[src/rtl/mac_pkg.sv]
package mac_pkg;
  localparam int WORK_REGS = 4;
  localparam int SEL_W = $clog2(WORK_REGS + 1);
  localparam int IDX_W = $clog2(WORK_REGS);

  typedef struct packed {
    logic doClr;
    logic doMac;
    logic doShift;
    logic doStore;
    logic doMove;
    logic moveFromAcc;
    logic fwdLive;
    logic [SEL_W-1:0] selA;
    logic [SEL_W-1:0] selB;
    logic [IDX_W-1:0] wrIdx;
  } mac_strobe_t;
endpackage

[src/rtl/mac_ctrl.sv]
module mac_ctrl
  import mac_pkg::*;
(
  input  logic             clk,
  input  logic             rstN,
  input  logic             rdIssue,
  input  logic             opMac,
  input  logic             opClr,
  input  logic             opShift,
  input  logic             opStore,
  input  logic             opMove,
  input  logic             moveFromAcc,
  input  logic [SEL_W-1:0] selA,
  input  logic [SEL_W-1:0] selB,
  input  logic [IDX_W-1:0] wrIdx,
  output mac_strobe_t      strobe
);
  // A read issued now returns its word during the next cycle.
  logic rdPending;

  always_ff @(posedge clk or negedge rstN) begin
    if (!rstN) rdPending <= 1'b0;
    else       rdPending <= rdIssue;
  end

  always_comb begin
    strobe             = '0;
    strobe.doClr       = opClr;
    // Clear wins over any accumulator update in the same cycle.
    strobe.doMac       = opMac & ~opClr;
    strobe.doShift     = opShift & ~opClr;
    strobe.doStore     = opStore;
    strobe.doMove      = opMove;
    strobe.moveFromAcc = moveFromAcc;
    strobe.fwdLive     = rdPending;
    strobe.selA        = selA;
    strobe.selB        = selB;
    strobe.wrIdx       = wrIdx;
  end
endmodule

[src/rtl/mac_datapath.sv]
module mac_datapath
  import mac_pkg::*;
#(
  parameter int WORD_W    = 16,
  parameter int ACC_WORDS = 3
) (
  input  logic              clk,
  input  logic              rstN,
  input  mac_strobe_t       s,
  input  logic [WORD_W-1:0] memRdData,
  output logic              memWrEn,
  output logic [WORD_W-1:0] memWrData,
  output logic [WORD_W*ACC_WORDS-1:0] accOut,
  output logic [WORD_W-1:0] mulInA,
  output logic [WORD_W-1:0] mulInB,
  output logic              flagC,
  output logic              flagZ,
  output logic              flagN,
  output logic              flagV
);
  localparam int ACC_W  = WORD_W * ACC_WORDS;
  localparam int PROD_W = 2 * WORD_W;

  logic [WORD_W-1:0] workReg [WORK_REGS];
  logic [WORD_W-1:0] loadHold, fwdWord, opA, opB, holdA, holdB;
  logic [PROD_W-1:0] prod;
  logic [ACC_W-1:0]  acc, base, addend, accNext;
  logic [ACC_W:0]    sum;

  // Memory word: live bus right after a read, else the captured copy.
  assign fwdWord = s.fwdLive ? memRdData : loadHold;

  always_comb begin
    opA = fwdWord;
    opB = fwdWord;
    for (int i = 0; i < WORK_REGS; i++) begin
      if (s.selA == SEL_W'(i)) opA = workReg[i];
      if (s.selB == SEL_W'(i)) opB = workReg[i];
    end
  end

  // Operand isolation: multiplier inputs only move on an active multiply.
  assign mulInA = s.doMac ? opA : holdA;
  assign mulInB = s.doMac ? opB : holdB;
  assign prod   = PROD_W'(mulInA) * PROD_W'(mulInB);

  assign base    = s.doShift ? {{WORD_W{1'b0}}, acc[ACC_W-1:WORD_W]} : acc;
  assign addend  = s.doMac ? {{(ACC_W-PROD_W){1'b0}}, prod} : '0;
  assign sum     = {1'b0, base} + {1'b0, addend};
  assign accNext = s.doClr ? '0 : sum[ACC_W-1:0];

  always_ff @(posedge clk or negedge rstN) begin
    if (!rstN) begin
      acc   <= '0;
      holdA <= '0;
      holdB <= '0;
      flagC <= 1'b0;
      flagZ <= 1'b1;
      flagN <= 1'b0;
      flagV <= 1'b0;
    end else begin
      acc <= accNext;
      if (s.doMac) begin
        holdA <= opA;
        holdB <= opB;
      end
      if (s.doClr) begin
        flagC <= 1'b0;
        flagZ <= 1'b1;
        flagN <= 1'b0;
        flagV <= 1'b0;
      end else if (s.doMac) begin
        flagC <= sum[ACC_W];
        flagZ <= (sum[WORD_W-1:0] == '0);
        flagN <= sum[WORD_W-1];
        flagV <= ~base[ACC_W-1] & sum[ACC_W-1];
      end
    end
  end

  always_ff @(posedge clk or negedge rstN) begin
    if (!rstN) begin
      loadHold <= '0;
      for (int i = 0; i < WORK_REGS; i++) workReg[i] <= '0;
    end else begin
      if (s.fwdLive) loadHold <= memRdData;
      for (int i = 0; i < WORK_REGS; i++)
        if (s.doMove && s.wrIdx == IDX_W'(i))
          workReg[i] <= s.moveFromAcc ? acc[WORD_W-1:0] : fwdWord;
    end
  end

  assign memWrEn   = s.doStore;
  assign memWrData = acc[WORD_W-1:0];
  assign accOut    = acc;

  // ---------------- assertions ----------------
  logic pastValid;
  always_ff @(posedge clk or negedge rstN) begin
    if (!rstN) pastValid <= 1'b0;
    else       pastValid <= 1'b1;
  end

  assert_clear_R7: assert property (@(posedge clk) disable iff (!rstN)
    s.doClr |=> (accOut == '0 && flagZ && !flagC));

  assert_hold_R9: assert property (@(posedge clk) disable iff (!rstN || !pastValid)
    !s.doMac |-> (mulInA == $past(mulInA) && mulInB == $past(mulInB)));

  assert_shift_R5: assert property (@(posedge clk) disable iff (!rstN)
    (s.doShift && !s.doMac) |=> (accOut == ($past(accOut) >> WORD_W)));

  assert_carry_R8: assert property (@(posedge clk) disable iff (!rstN)
    s.doMac |=> (flagC == (accOut < $past(base))));

  assert_zero_R8: assert property (@(posedge clk) disable iff (!rstN)
    s.doMac |=> (flagZ == (accOut[WORD_W-1:0] == '0)));

  assert_fwd_R3: assert property (@(posedge clk) disable iff (!rstN)
    (s.fwdLive && s.doMac && s.selA >= SEL_W'(WORK_REGS)) |-> (mulInA == memRdData));
endmodule

[src/rtl/mac_fwd_unit.sv]
module mac_fwd_unit
  import mac_pkg::*;
#(
  parameter int WORD_W    = 16,
  parameter int ACC_WORDS = 3
) (
  input  logic                        clk,
  input  logic                        rstN,
  input  logic                        rdIssue,
  input  logic                        opMac,
  input  logic                        opClr,
  input  logic                        opShift,
  input  logic                        opStore,
  input  logic                        opMove,
  input  logic                        moveFromAcc,
  input  logic [SEL_W-1:0]            selA,
  input  logic [SEL_W-1:0]            selB,
  input  logic [IDX_W-1:0]            wrIdx,
  input  logic [WORD_W-1:0]           memRdData,
  output logic                        memWrEn,
  output logic [WORD_W-1:0]           memWrData,
  output logic [WORD_W*ACC_WORDS-1:0] accOut,
  output logic [WORD_W-1:0]           mulInA,
  output logic [WORD_W-1:0]           mulInB,
  output logic                        flagC,
  output logic                        flagZ,
  output logic                        flagN,
  output logic                        flagV
);
  mac_strobe_t strobe;

  mac_ctrl u_ctrl (
    .clk(clk), .rstN(rstN), .rdIssue(rdIssue), .opMac(opMac), .opClr(opClr),
    .opShift(opShift), .opStore(opStore), .opMove(opMove),
    .moveFromAcc(moveFromAcc), .selA(selA), .selB(selB), .wrIdx(wrIdx),
    .strobe(strobe)
  );

  mac_datapath #(.WORD_W(WORD_W), .ACC_WORDS(ACC_WORDS)) u_dp (
    .clk(clk), .rstN(rstN), .s(strobe), .memRdData(memRdData),
    .memWrEn(memWrEn), .memWrData(memWrData), .accOut(accOut),
    .mulInA(mulInA), .mulInB(mulInB),
    .flagC(flagC), .flagZ(flagZ), .flagN(flagN), .flagV(flagV)
  );
endmodule

[config.mk]
export PLATFORM = sky130hd
export DESIGN_NAME = mac_fwd_unit
export DESIGN_NICKNAME = d
export VERILOG_FILES = /design/src/rtl/mac_pkg.sv /design/src/rtl/mac_ctrl.sv /design/src/rtl/mac_datapath.sv /design/src/rtl/mac_fwd_unit.sv
export SDC_FILE = /design/constraint.sdc
export NUM_CORES = 1
export LEC_CHECK = 0
export BUFFER_PORTS_ARGS = -buffer_cell sky130_fd_sc_hd__buf_4
export CORE_ASPECT_RATIO = 1.1
export CORE_UTILIZATION = 55
export DETAILED_ROUTE_END_ITERATION = 10
export PLACE_DENSITY = 0.74
export RECOVER_POWER = 25
export SETUP_SLACK_MARGIN = 0.05
export SLEW_MARGIN = 30
export SYNTH_ARGS = -nofsm -noshare
export SYNTH_HDL_FRONTEND = slang
export SYNTH_SLANG_ARGS = --single-unit
[constraint.sdc]
create_clock -name clk -period 26.4 [get_ports clk]
set_input_delay 2.64 -clock clk [delete_from_list [all_inputs] [get_ports clk]]
set_output_delay 2.64 -clock clk [all_outputs]
set_load 0.02 [all_outputs]
Word-level counts from Yosys, hierarchy flattened. Index checks and enable logic that the tools add are counted.

Register bits: 165. Output and inout port bits: 101. Logic and storage cells: 61.

Add/sub/neg operators: 1. $mul: 1. Equality and inequality tests: 9. Muxes and demuxes: 23. Bitwise logic cells: 5. Reductions and logical operators: 9.

Operator list (number): 16-bit two-way mux (12); 48-bit two-way mux (2); 48-bit by 48-bit adder with 49-bit output (1); 16-bit by 16-bit multiplier with 32-bit output (1); 32-bit two-way mux (1); 16-bit logical NOT (1); 3-bit by 2-bit == test with 1-bit output (second input constant) (4); 1-bit two-way mux (8); 3-bit by 1-bit == test with 1-bit output (second input constant) (2); 3-bit logical NOT (2); 2-bit == test (second input constant) (2); 1-bit logical AND (4); 1-bit AND (3); 2-bit by 1-bit == test with 1-bit output (second input constant) (1); 2-bit logical NOT (1); 1-bit NOT (2); 2-bit nonzero test (1).

Logic depth before layout (Yosys ltp).
Depth in word-level cells: 12. Mapped depth: 44. Depth with buffers taken out: 41.

Hierarchy. A second synthesis with hierarchy kept.

Cell total of the unflattened synthesis: 2049. Area, all modules: 18486.5 um^2.

Modules (own cells, without submodules): mac_datapath (times used 1, cells each 2033, area each 18351.4 um^2, sequential area each 4105.2 um^2); mac_ctrl (times used 1, cells each 16, area each 135.1 um^2, sequential area each 25.0 um^2).

Worst setup path before layout. No wires, ideal clock.

Path kind: input-to-reg. Start point: in selB[2]. End point: reg u_dp.acc[36] (netlist: u_dp.accOut[36]). Library setup time: 0.066 ns. Data arrival time: 11.347 ns. Data required time: 26.334 ns. Slack: 14.987 ns. Cell stages on the path: 38. Cell sequence: clkbuf_1 nor2_1 clkbuf_1 nor2_1 a21oi_1 o21ai_0 o21ai_0 clkbuf_1 nand2_1 fa_1 fa_1 fa_1 inv_1 fa_1 fa_1 inv_1 fa_1 inv_1 [2 not listed] a2111oi_2 nor3b_1 o21ai_0 a21o_1 a21oi_1 xor2_1 nor2_1 ha_1 buf_6 a21o_1 a21o_1 a21o_1 a21o_1 a221oi_2 o31a_4 a21oi_4 a2111oi_2 a31o_1.

Cells in the longest elaborated chain, start to end: 10.

Ends and longest elaborated chain: start, declared (RTL line mac_fwd_unit.sv:17) `input logic [SEL_W-1:0] selB,`; 3-bit logical NOT (RTL line mac_datapath.sv:38) `if (s.selB == SEL_W'(i)) opB = workReg[i];`; 16-bit two-way mux (3 in series) (RTL line mac_datapath.sv:38); 16-bit two-way mux (*) (RTL line mac_datapath.sv:38); 16-bit two-way mux (*) (RTL line mac_datapath.sv:44) `assign mulInB = s.doMac ? opB : holdB;`; net mulInB[2] (RTL line mac_fwd_unit.sv:24) `output logic [WORD_W-1:0] mulInB,`; 16-bit by 16-bit multiplier with 32-bit output (*) (RTL line mac_datapath.sv:45) `assign prod = PROD_W'(mulInA) * PROD_W'(mulInB);`; 32-bit two-way mux (*) (RTL line mac_datapath.sv:48) `assign addend = s.doMac ? {{(ACC_W-PROD_W){1'b0}}, prod} : '0;`; 48-bit by 48-bit adder with 49-bit output (*) (RTL line mac_datapath.sv:49) `assign sum = {1'b0, base} + {1'b0, addend};`; 48-bit two-way mux (*) (RTL line mac_datapath.sv:50) `assign accNext = s.doClr ? '0 : sum[ACC_W-1:0];`; net u_dp.accNext[36] (RTL line mac_datapath.sv:27) `logic [ACC_W-1:0] acc, base, addend, accNext;`; end signal, assigned (RTL line mac_datapath.sv:62) `acc <= accNext;`; end, declared (RTL line mac_datapath.sv:27).

The timed path passes the listed nets; every way through them passes the cells marked *. A chain may end at the register's enable or synchronous reset.

Final worst setup path.
Start point: in opClr. End point: reg u_dp.flagV.

Cells in the longest elaborated chain, start to end: 9.

Ends and longest elaborated chain: start, declared (RTL line mac_fwd_unit.sv:11) `input logic opClr,`; 1-bit NOT (RTL line mac_ctrl.sv:30, mac_ctrl.sv:31); 1-bit AND (RTL line mac_ctrl.sv:30) `strobe.doMac = opMac & ~opClr;`; 16-bit two-way mux, on equally long branches (RTL line mac_datapath.sv:43, mac_datapath.sv:44); 16-bit by 16-bit multiplier with 32-bit output (RTL line mac_datapath.sv:45); 32-bit two-way mux (RTL line mac_datapath.sv:48); 48-bit by 48-bit adder with 49-bit output (RTL line mac_datapath.sv:49); 1-bit AND (RTL line mac_datapath.sv:76) `flagV <= ~base[ACC_W-1] & sum[ACC_W-1];`; 1-bit two-way mux (RTL line mac_datapath.sv:72) `end else if (s.doMac) begin`; 1-bit two-way mux (RTL line mac_datapath.sv:67) `if (s.doClr) begin`; end signal, assigned (RTL line mac_datapath.sv:76); end, declared (RTL line mac_datapath.sv:19) `output logic flagV`.

Parallel ways exist; a longest one is shown, timed or not. The select of a mux whose other input is x is not followed.

==> impl_metrics.csv <==
group,metric,value,unit
run_status,status,"finished, violations left",
run_status,violations,"capacitance limit, slew limit",
worst_setup_path,path_buf_inv,8,
synthesis,yosysUniqueCellTypes,63,
worst_setup_path,path_class,"in2reg",
flow_run,maxCapViolCount,2,
place,routabilityCongestion,0.952,
worst_setup_path,setup.worst_path.start,"opClr",
synthesis,synth_enable_flop_cells,0,
worst_setup_path,cp_common_cell,"fa_1",
floorplan,core_area,0.0323,mm^2
timing,slew_violations,111,
pwr,p_int,1250,uW
floorplan,placementRows,69,
clock_tree,clock_latency,0.44,ns
timing,period_share,0.469,
worst_setup_path,critPathMaxStageDelay,0.70,ns
cells_and_area,final_layout_size_suffix_gt1_frac,0.121,
timing,max_slew_margin,-1.85,
place,hpwl,38800,um
timing,period_needed,12.38,ns
cells_and_area,layout_commonest_cell,"nand2_1",
cells_and_area,final_cells,2553,
pwr,power.share.clock,0.095,
timing,fmax,80.8,MHz
pwr,seqPwrFrac,0.127,
timing,finalHoldViolCount,0,
worst_setup_path,critPathTopFamily,"adder cells",
timing,fin_worst_skew,0.0139,ns
timing,grt_setup_unrepaired,"false",
cells_and_area,antenna_cells,0,
hold_path,min_path_type,"reg2reg",
clock_tree,post_cts_buffers,0,
pwr,power_frac_comb,0.779,
grt,antenna_found_initial,1,
synthesis,synthArstFlopShare,1.00,
worst_setup_path,cp_max_fo,90,
clock_tree,cts_tree,"yes",
worst_setup_path,required,26.70,ns
clock_tree,htree_levels,4,
synthesis,syn-num-nets,2413,
place,numPortBuffers,131,
worst_setup_path,rr_worst_depth,38,
grt,grt_pass1_wl,81900,um
worst_setup_path,critPathLaunchType,"input pin",
floorplan,io_pins,134,
pwr,irDropWorstVdd,0.000126,V
clock_tree,cts_inserted_buffers,17,
clock_tree,ctsLongestPathBuffers,2,
timing,setup_viol,0,
grt,grt_max_degree,109,
worst_setup_path,r2r_start,"u_ctrl.rdPending$_DFF_PN0_",
cells_and_area,layout_common_cells,"nand2_1 (292), inv_1 (267), nor2_1 (218)",
worst_setup_path,crit_path_end_kind,"flop",
floorplan,start_util,0.557,
synthesis,ys_seq_area_frac,0.230,
synthesis,synthFlopType,"dfrtp_1",
worst_setup_path,ff2ff_setup_slack,15.95,ns
clock_tree,clk_pin_slew,0.08,ns
routing,postRouteAntennaNets,0,
synthesis,netlist_area,0.0180,mm^2
pwr,p_per_area,136,mW/mm^2
clock_tree,postCtsResizedCells,0,
clock_tree,cts_sinks,165,
pwr,p_leak,0.0101,uW
clock_tree,hold_buffers,0,
routing,drc,0,
routing,drt_pass1_iterations,5,
worst_setup_path,arrival,12.69,ns
hold_path,min_to,"u_dp.workReg[57]$_DFFE_PN0P_",
synthesis,ys_seq_elements,165,
pwr,switchingPower,1450,uW
cells_and_area,syn2layout_area_growth,10.2,%
routing,vias,14800,
floorplan,fp.dieW,174,um
worst_setup_path,r2r-end,"u_dp.flagV$_DFFE_PN0P_",
synthesis,yosysWarnings,0,
worst_setup_path,cp.depth,39,
routing,wire_per_inst,20.1,um
floorplan,dieArea,0.0334,mm^2
place,dp_cells,2520,
grt,grt_pass1_vias,14800,
synthesis,avgSynthCellArea,8.78,um^2
hold_path,hold_start,"u_dp.workReg[57]$_DFFE_PN0P_",
routing,first_iter_violations,1083,
grt,grt_usage,0.318,
floorplan,dieHeight,192,um
timing,setup_tns,0,ns
synthesis,synthCells,2048,
worst_setup_path,critPathSlowestCell,"buf_4",
grt,grt_overflow,0,
pwr,switching_share,0.537,
routing,totalWireLength,51300,um
clock_tree,root_buffer,"clkbuf_16",
hold_path,whs_path_depth,2,
timing,tightest_slew,4.27,ns
cells_and_area,fin_nets,2479,
routing,routed_via_density,5.80,
-- per-layer routing --
layer	global-route usage	part of all wire
met4	0.118	0.038
met1	0.408	0.40
met3	0.0491	0.065
met2	0.545	0.50
met5	0	0
-- logic make-up after synthesis --
group / after synthesis / share of synthesized area
compound gates: 341 / 0.116
xor+xnor: 55 / 0.0268
fa+ha+maj: 332 / 0.312
buf+inv: 390 / 0.0863
flops: 165 / 0.230
mux: 129 / 0.0799
simple gates: 636 / 0.149
-- power by group through the flow --
stage | logic [uW] | clock network [uW] | registers, uW
after floorplan | 1500 | 0 | 340
after global placement | 2050 | 0 | 343
after detailed placement | 2060 | 0 | 345
after CTS | 2090 | 258 | 340
after global routing | 2350 | 268 | 346
final | 2100 | 256 | 342
-- Yosys cell counts (all sizes together) (5+ instances only) --
master | count | area share
mux2 | 47 | 0.029
nand4 | 16 | 0.0056
o21a | 13 | 0.0054
ha | 137 | 0.095
clkbuf | 79 | 0.016
dfrtp | 164 | 0.23
nor2 | 218 | 0.045
a21o | 31 | 0.013
nand3 | 21 | 0.0058
a31o | 8 | 0.0039
mux4 | 7 | 0.0088
a211oi | 12 | 0.0050
a21oi | 84 | 0.024
buf | 36 | 0.012
nor2b | 11 | 0.0038
fa | 195 | 0.22
nand2b | 14 | 0.0049
mux2i | 75 | 0.042
and3 | 10 | 0.0038
clkinv | 8 | 0.0017
o21bai | 10 | 0.0042
a2111oi | 5 | 0.0038
a31oi | 9 | 0.0031
nor3 | 17 | 0.0047
xor2 | 27 | 0.013
o21ai | 140 | 0.039
and2 | 15 | 0.0052
inv | 267 | 0.056
or3 | 6 | 0.0021
nand2 | 292 | 0.061
nor3b | 5 | 0.0021
a21boi | 7 | 0.0029
xnor2 | 28 | 0.014
o211ai | 5 | 0.0024
-- cell type report --
type                    count  area, um^2
flip-flops and latches    165        4130
multi-input cells        1493       12300
well taps                 426         533
clock buffers              17         425
repair buffers            162        1210
inverters                 275        1030
fillers                  2851       12500
clock inverters            15         175
-- worst max-delay path by stage --
stage                                endpoint  slack [ns]
floorplan           u_dp.accOut[36]$_DFF_PN0_       14.99
global placement       u_dp.flagV$_DFFE_PN0P_       13.62
detailed placement     u_dp.flagV$_DFFE_PN0P_       13.71
CTS                    u_dp.flagV$_DFFE_PN0P_       14.15
global route           u_dp.flagV$_DFFE_PN0P_       13.42
finish                 u_dp.flagV$_DFFE_PN0P_       14.02
-- worst reg2reg max path: cells and delay by family (launching register included) --
kind,cells,cell delay (ns)
buf+inv,4,0.71
simple gates,9,1.17
compound gates,13,3.05
fa+ha+maj,9,3.85
flops,1,0.81
mux,2,0.58
xor+xnor,1,0.16
-- sequential cells by signal (all words and copies together), names as in the netlist --
| signal | flops |
|---|---|
| u_dp.workReg | 64 |
| u_dp.holdA | 16 |
| u_dp.flagC | 1 |
| u_dp.loadHold | 16 |
| u_dp.flagZ | 1 |
| u_dp.flagN | 1 |
| u_ctrl.rdPending | 1 |
| u_dp.flagV | 1 |
| u_dp.accOut | 48 |
| u_dp.holdB | 16 |
-- stage by stage --
step / worst slack, ns / cell area (um^2) / power, uW / utilization / hold slack, ns
global placement: 13.62 / 19200 / 2390 / 0.595 / 0.482
finish: 14.02 / 19800 / 2700 / 0.614 / 0.510
floorplan: 14.99 / 18000 / 1840 / - / 0.461
detailed placement: 13.71 / 19200 / 2410 / 0.596 / 0.492
global route: 13.42 / 19800 / 2960 / 0.614 / 0.529
CTS: 14.15 / 19800 / 2690 / 0.614 / 0.509
(Power assumes the default switching activity.)
